## src/rtl/wdm_pkg.sv

```systemverilog
package wdm_pkg;
    parameter int DATA_W  = 32;
    parameter int CNT_W   = 32;
    parameter int PULSE_W = 16;
    parameter int ADDR_W  = 3;
    parameter int MC_W    = 7;

    localparam int NPULSE  = 2;
    localparam int ACT_LSB = 4;

    // compare-action control bit positions
    localparam int MC_IE   = 0;
    localparam int MC_STOP = 2;
    localparam int MC_INTR = 3;   // MC_INTR + 1 selects the off-chip pulse
    localparam int MC_FINT = 5;   // MC_FINT + 1 forces the off-chip pulse

    typedef enum logic [ADDR_W-1:0] {
        RG_IST   = 3'd0,
        RG_CTRL  = 3'd1,
        RG_CNT   = 3'd2,
        RG_MCTRL = 3'd3,
        RG_MATCH = 3'd4,
        RG_EMR   = 3'd5,
        RG_PULSE = 3'd6,
        RG_RSTAT = 3'd7
    } reg_idx_e;

    typedef enum logic [1:0] {
        PA_KEEP   = 2'd0,
        PA_LOW    = 2'd1,
        PA_HIGH   = 2'd2,
        PA_INVERT = 2'd3
    } pin_act_e;

    typedef struct packed {
        logic               ist;
        logic               en;
        logic               crst;
        logic               frz;
        logic [MC_W-1:0]    mc;
        logic [CNT_W-1:0]   match;
        pin_act_e           act;
        logic               pin;
        logic [PULSE_W-1:0] plen;
    } regs_t;

    localparam regs_t REGS_RST = '0;
endpackage

```

## src/rtl/wdm_count.sv

```systemverilog
module wdm_count #(
    parameter int W = 32
) (
    input  logic         clk,
    input  logic         por_n,
    input  logic         clr,
    input  logic         run,
    input  logic         tick,
    input  logic [W-1:0] match_val,
    input  logic         stop_on_hit,
    output logic [W-1:0] cnt,
    output logic         hit
);
    logic [W-1:0] cnt_d, cnt_q;

    always_comb begin
        hit   = run & tick & ~clr & (cnt_q == match_val);
        cnt_d = cnt_q;
        if (clr) begin
            cnt_d = '0;
        end else if (run && tick) begin
            if (hit && stop_on_hit) begin
                cnt_d = '0;
            end else begin
                cnt_d = cnt_q + 1'b1;
            end
        end
    end

    always_ff @(posedge clk or negedge por_n) begin
        if (!por_n) begin
            cnt_q <= '0;
        end else begin
            cnt_q <= cnt_d;
        end
    end

    assign cnt = cnt_q;
endmodule

```

## src/rtl/wdm_pulse.sv

```systemverilog
module wdm_pulse #(
    parameter int LEN_W = 16,
    parameter int EXTRA = 6
) (
    input  logic             clk,
    input  logic             por_n,
    input  logic             tick,
    input  logic             start,
    input  logic [LEN_W-1:0] len,
    output logic             active,
    output logic             done
);
    localparam int REM_W = LEN_W + 1;

    typedef struct packed {
        logic             act;
        logic [REM_W-1:0] rem;
    } pst_t;

    pst_t st_d, st_q;

    always_comb begin
        st_d = st_q;
        done = st_q.act & tick & (st_q.rem == '0);
        if (st_q.act) begin
            if (tick) begin
                if (st_q.rem == '0) begin
                    st_d.act = 1'b0;
                end else begin
                    st_d.rem = st_q.rem - 1'b1;
                end
            end
        end else if (start) begin
            st_d.act = 1'b1;
            st_d.rem = {1'b0, len} + REM_W'(EXTRA - 1);
        end
    end

    always_ff @(posedge clk or negedge por_n) begin
        if (!por_n) begin
            st_q <= '0;
        end else begin
            st_q <= st_d;
        end
    end

    assign active = st_q.act;
endmodule

```

## src/rtl/wdm_timer.sv

```systemverilog
module wdm_timer
    import wdm_pkg::*;
#(
    parameter int PULSE_EXTRA = 6
) (
    input  logic              clk,
    input  logic              por_n,
    input  logic              tick,
    input  logic              dbg_halt,
    input  logic [ADDR_W-1:0] bus_addr,
    input  logic              bus_we,
    input  logic [DATA_W-1:0] bus_wdata,
    output logic [DATA_W-1:0] bus_rdata,
    output logic              irq,
    output logic              match_pin,
    output logic              int_rst,
    output logic              ext_rst
);
    regs_t r_d, r_q;
    logic  cause_d, cause_q;

    logic [CNT_W-1:0]  cnt;
    logic              hit;
    logic              run;
    logic              cnt_clr;
    logic              wr_ctrl;
    logic              wr_mc;
    logic [NPULSE-1:0] pstart;
    logic [NPULSE-1:0] pact;
    logic [NPULSE-1:0] pdone;

    // taps for the bound checker
    logic en_q_w, crst_q_w, ie_q_w;
    assign en_q_w   = r_q.en;
    assign crst_q_w = r_q.crst;
    assign ie_q_w   = r_q.mc[MC_IE];

    assign wr_ctrl = bus_we && (bus_addr == RG_CTRL);
    assign wr_mc   = bus_we && (bus_addr == RG_MCTRL);
    assign run     = r_q.en & ~(r_q.frz & dbg_halt);
    assign cnt_clr = pdone[0] | r_q.crst | (wr_ctrl & bus_wdata[1]);

    wdm_count #(.W(CNT_W)) u_cnt (
        .clk        (clk),
        .por_n      (por_n),
        .clr        (cnt_clr),
        .run        (run),
        .tick       (tick),
        .match_val  (r_q.match),
        .stop_on_hit(r_q.mc[MC_STOP]),
        .cnt        (cnt),
        .hit        (hit)
    );

    for (genvar g = 0; g < NPULSE; g++) begin : g_pulse
        assign pstart[g] = (wr_mc & bus_wdata[MC_FINT + g] & ~r_q.mc[MC_FINT + g])
                         | (hit & r_q.mc[MC_INTR + g]);
        wdm_pulse #(.LEN_W(PULSE_W), .EXTRA(PULSE_EXTRA)) u_pg (
            .clk   (clk),
            .por_n (por_n),
            .tick  (tick),
            .start (pstart[g]),
            .len   (r_q.plen),
            .active(pact[g]),
            .done  (pdone[g])
        );
    end

    always_comb begin
        r_d     = r_q;
        cause_d = cause_q;
        if (bus_we) begin
            case (bus_addr)
                RG_IST: begin
                    if (bus_wdata[0]) r_d.ist = 1'b0;
                end
                RG_CTRL: begin
                    r_d.en   = bus_wdata[0];
                    r_d.crst = bus_wdata[1];
                    r_d.frz  = bus_wdata[2];
                end
                RG_MCTRL: begin
                    r_d.mc = bus_wdata[MC_W-1:0];
                    for (int k = 0; k < NPULSE; k++) begin
                        r_d.mc[MC_FINT + k] = r_q.mc[MC_FINT + k] | bus_wdata[MC_FINT + k];
                    end
                end
                RG_MATCH: r_d.match = bus_wdata[CNT_W-1:0];
                RG_EMR: begin
                    r_d.act = pin_act_e'(bus_wdata[ACT_LSB +: 2]);
                    r_d.pin = bus_wdata[0];
                end
                RG_PULSE: r_d.plen = bus_wdata[PULSE_W-1:0];
                default: ;
            endcase
        end
        if (hit) begin
            r_d.ist = 1'b1;
            if (r_q.mc[MC_STOP]) r_d.en = 1'b0;
            case (r_q.act)
                PA_LOW:    r_d.pin = 1'b0;
                PA_HIGH:   r_d.pin = 1'b1;
                PA_INVERT: r_d.pin = ~r_q.pin;
                default:   ;
            endcase
        end
        for (int k = 0; k < NPULSE; k++) begin
            if (pdone[k]) r_d.mc[MC_FINT + k] = 1'b0;
        end
        if (|pstart) cause_d = 1'b1;
        if (pdone[0]) r_d = REGS_RST;
    end

    always_ff @(posedge clk or negedge por_n) begin
        if (!por_n) begin
            r_q     <= REGS_RST;
            cause_q <= 1'b0;
        end else begin
            r_q     <= r_d;
            cause_q <= cause_d;
        end
    end

    always_comb begin
        bus_rdata = '0;
        case (bus_addr)
            RG_IST:   bus_rdata[0] = r_q.ist;
            RG_CTRL:  bus_rdata[2:0] = {r_q.frz, r_q.crst, r_q.en};
            RG_CNT:   bus_rdata = DATA_W'(cnt);
            RG_MCTRL: bus_rdata[MC_W-1:0] = r_q.mc;
            RG_MATCH: bus_rdata = DATA_W'(r_q.match);
            RG_EMR: begin
                bus_rdata[ACT_LSB +: 2] = r_q.act;
                bus_rdata[0]            = r_q.pin;
            end
            RG_PULSE: bus_rdata = DATA_W'(r_q.plen);
            RG_RSTAT: bus_rdata[0] = cause_q;
            default:  bus_rdata = '0;
        endcase
    end

    assign irq       = r_q.ist & r_q.mc[MC_IE];
    assign match_pin = r_q.pin;
    assign int_rst   = pact[0];
    assign ext_rst   = pact[1];
endmodule

```

## config.mk

```make
export PLATFORM = sky130hd
export DESIGN_NAME = wdm_timer
export DESIGN_NICKNAME = d
export VERILOG_FILES = /design/src/rtl/wdm_pkg.sv /design/src/rtl/wdm_count.sv /design/src/rtl/wdm_pulse.sv /design/src/rtl/wdm_timer.sv
export SDC_FILE = /design/constraint.sdc
export NUM_CORES = 1
export LEC_CHECK = 0
export CORE_UTILIZATION = 35
export DETAILED_ROUTE_END_ITERATION = 10
export GPL_ROUTABILITY_DRIVEN = 0
export PLACE_DENSITY_LB_ADDON = 0.3
export SLEW_MARGIN = 40
export SYNTH_ARGS = -nofsm -noshare
export SYNTH_HDL_FRONTEND = slang
export SYNTH_HIERARCHICAL = 1
export SYNTH_SLANG_ARGS = --single-unit
```

## constraint.sdc

```tcl
create_clock -name clk -period 5.3 [get_ports clk]
set_input_delay 1.325 -clock clk [delete_from_list [all_inputs] [get_ports clk]]
set_output_delay 1.325 -clock clk [all_outputs]
set_load 0.02 [all_outputs]
```

==> results_dict.tcl <==
set metrics [dict create \
    fmax_mhz 203 \
    hold_violations 0 \
    fin_skew_ns 0.00991 \
    postCtsHoldBufs 0 \
    clock-sinks 131 \
    use_met2 0.337 \
    cts.clk_slew.worst_paths_ns 0.06 \
    worstPathMaxFanout 18 \
    insertion_delay_ns 0.42 \
    total_leakage_power_nw 3.96 \
    period_needed_ns 4.93 \
    cts_buffer_depth 2 \
    synth_top_cell_by_area "dfrtp_1" \
    start_util 0.358 \
    grt_pass1_wl_um 41100 \
    busiest_layer "met2" \
    startpoint_type "input port" \
    critPathCaptureType "output pin" \
    core_area_mm2 0.0236 \
    antenna_found_initial 1 \
    synth-compound-area-share 0.212 \
    synth_most_common_cell "dfrtp_1" \
    gr-usage-met1 0.301 \
    io_buffers 75 \
    synth_top_family_by_area "simple AND/OR/NAND/NOR gates" \
    synthXorXnorAreaFrac 0.0600 \
    drtIter0Drc 770 \
    netlist_instances 910 \
    synthArstFlopShare 1.00 \
    yosys.area_share.adder 0.00739 \
    chipWidth_um 157 \
    yosys.area_share.simple 0.236 \
    finalPower_w 0.00492 \
    syn_area_mm2 0.00846 \
    vias 7706 \
    die_area_mm2 0.0248 \
    grt_pass1_vias 7239 \
    worst-path-buf-inv 5 \
    final-setup-viol-count 0 \
    cts_made_buffers 17 \
    holdCritPathClass "reg -> reg" \
    relSlewSlack 0.524 \
    setup-tns-final_ns 0 \
    synthTopCellsByCount "dfrtp_1 (131), nor2_1 (78), nand2_1 (72)" \
    dpl-instance-area_mm2 0.00952 \
    path_class "in -> out" \
    cts_tree "yes" \
    whs_ns 0.482 \
    syn_to_final_growth_pct 19.8 \
    yosys-mux-area-fraction 0.0495 \
    required_ns 3.97 \
    grt_max_degree 56 \
    num_io_pins 76 \
    p_per_area_mw_per_mm2 485 \
    drc 0 \
    synth_flop_cell "dfrtp_1" \
    synth.top_cell.area_share 0.387 \
    dpl.hpwl_um 18200 \
    syn_area_per_cell_um2 9.30 \
    track_usage 0.217 \
    crit_slowest_cell "clkdlybuf4s50_1" \
    worst_pin_slew_ns 0.707 \
    cap_violations 0 \
    synth_edf_count 0 \
    fillers 2310 \
    crit_path_frequent_cell "buf_4" \
    path_cells "clkdlybuf4s50_1, buf_4, buf_4, nor2b_1, buf_4, a22oi_1, o2bb2ai_1, clkdlybuf4s50_1" \
    num-nets-final 1014 \
    ant_nets 0 \
    met3_usage 0.0396 \
    diodes 0 \
    cts-htree-levels 4 \
    dp_worst_setup_slack_ns 0.380 \
    cp_data_arrival_time_ns 3.60 \
    cts-resized-gates 0 \
    ys_types 82 \
    post_cts_buffers 0 \
    cts_root_buffer "clkbuf_16" \
    row_count 56 \
    rrSetupSlack_ns 1.34 \
    slowest_delay_ns 0.56 \
    grt_setup_unrepaired "no" \
    first_pass_iters 5 \
    synth.area.top_cells "dfrtp_1 (39%), a22o_1 (5.0%), xnor2_1 (3.9%), nor2_1 (3.5%), nand2_1 (3.2%)" \
    ys_ff_latch 131 \
    synth_nets 955 \
    ys_seq_area_frac 0.387 \
    gr-total-overflow 0 \
    path_delay_family "buffers and inverters" \
    drive_gt1_frac 0.119 \
    finalMaxSlewViolations 0 \
    vdd.ir_drop.worst_v 0.000194 \
    yosys_warnings 6 \
    fin_crit_sh 0.930 \
    design_area_mm2 0.0101 \
    wl_per_cell_um 19.9 \
    setup_ws_ns 0.372 \
    fp.dieH_um 157 \
    viasPerCell 5.92 \
    run_status "finished clean" \
    wirelength_um 25900 \
]
==> per-stage QoR <==
stage,utilization,instances
after floorplan,-,910
after global placement,0.403,1269
after detailed placement,0.403,1269
after CTS,0.429,1301
after global routing,0.429,1301
final,0.429,1301
==> final timing paths <==
| path | from | to | cells after the start |
|---|---|---|---|
| max | bus_addr[2] | bus_rdata[6] | 8 |
| min | cause_q | cause_q | 1 |
| max reg2reg | g_pulse[0].u_pg/st_q[0] | u_cnt/cnt[11] | 14 |
| min reg2reg | cause_q | cause_q | 1 |
| max in group asynchronous | por_n | u_cnt/cnt[20] | 2 |
| min in group asynchronous | por_n | g_pulse[0].u_pg/st_q[3] | 1 |
==> power breakdown <==
part	total (W)	internal [W]	switching [W]
Sequential	0.00181	0.00131	0.000498
Clock	0.00123	0.000766	0.000465
Combinational	0.00188	0.000831	0.00105
==> cell families after synthesis <==
logic type	count (synthesis)
AND/OR/NAND/NOR	356
multiplexers	40
adder cells (fa/ha/maj)	5
AO/OA/AOI/OAI	239
flip-flops	131
buffers and inverters	81
XOR/XNOR	58
==> layout make-up <==
class,count,area (um^2),share of cell area
Timing Repair Buffer,100,960,0.0947
Tap cell,319,399,0.0394
Inverter,21,78.8,0.00778
Multi-Input combinational cell,698,4810,0.474
Clock buffer,20,457,0.0451
Sequential cell,131,3280,0.323
Clock inverter,12,155,0.0153
==> worst reg2reg max path, delay by kind of cell (launching register included) <==
family | cells | cell delay [ns]
buffers and inverters | 3 | 0.86
flip-flops | 1 | 0.43
adder cells (fa/ha/maj) | 1 | 0.28
AND/OR/NAND/NOR | 7 | 1.57
AO/OA/AOI/OAI | 3 | 0.69
==> metal layers <==
layer  up-vias  share of wire
met3        46          0.050
met1      3816           0.46
met5         -        0.00031
met2       264           0.47
met4         2          0.024
li1       3578              -
==> placed cells by master, fill, tap and decap left out, types with 5 or more instances in the layout <==
cell type / instances
dfrtp_1: 131
nor2_1: 78
clkdlybuf4s50_1: 73
nand2_1: 72
a22o_1: 48
xnor2_1: 38
nand3_1: 33
a22oi_1: 32
nor3_1: 32
nand4_1: 30
a21oi_1: 29
o21ai_0: 27
mux2i_1: 25
buf_4: 23
inv_1: 21
xor2_1: 20
nor4_1: 20
clkbuf_16: 17
mux2_2: 15
o211ai_1: 15
or3_1: 11
a31oi_1: 10
or2_2: 8
o21ai_1: 8
o311ai_1: 8
nand2b_1: 7
o311ai_0: 6
nor2b_1: 5
nand4b_1: 5
nor4_2: 5
a221o_1: 5
ha_1: 5
and4_1: 5
and3_1: 5
==> state kept, by name, indices dropped and copies added (netlist names), 2 cells and up <==
signal / count
r_q: 58
g_pulse.u_pg/st_q: 34
u_cnt/cnt: 32
g_pulse.u_pg/active: 2
Power figures use the tool's default switching activity.
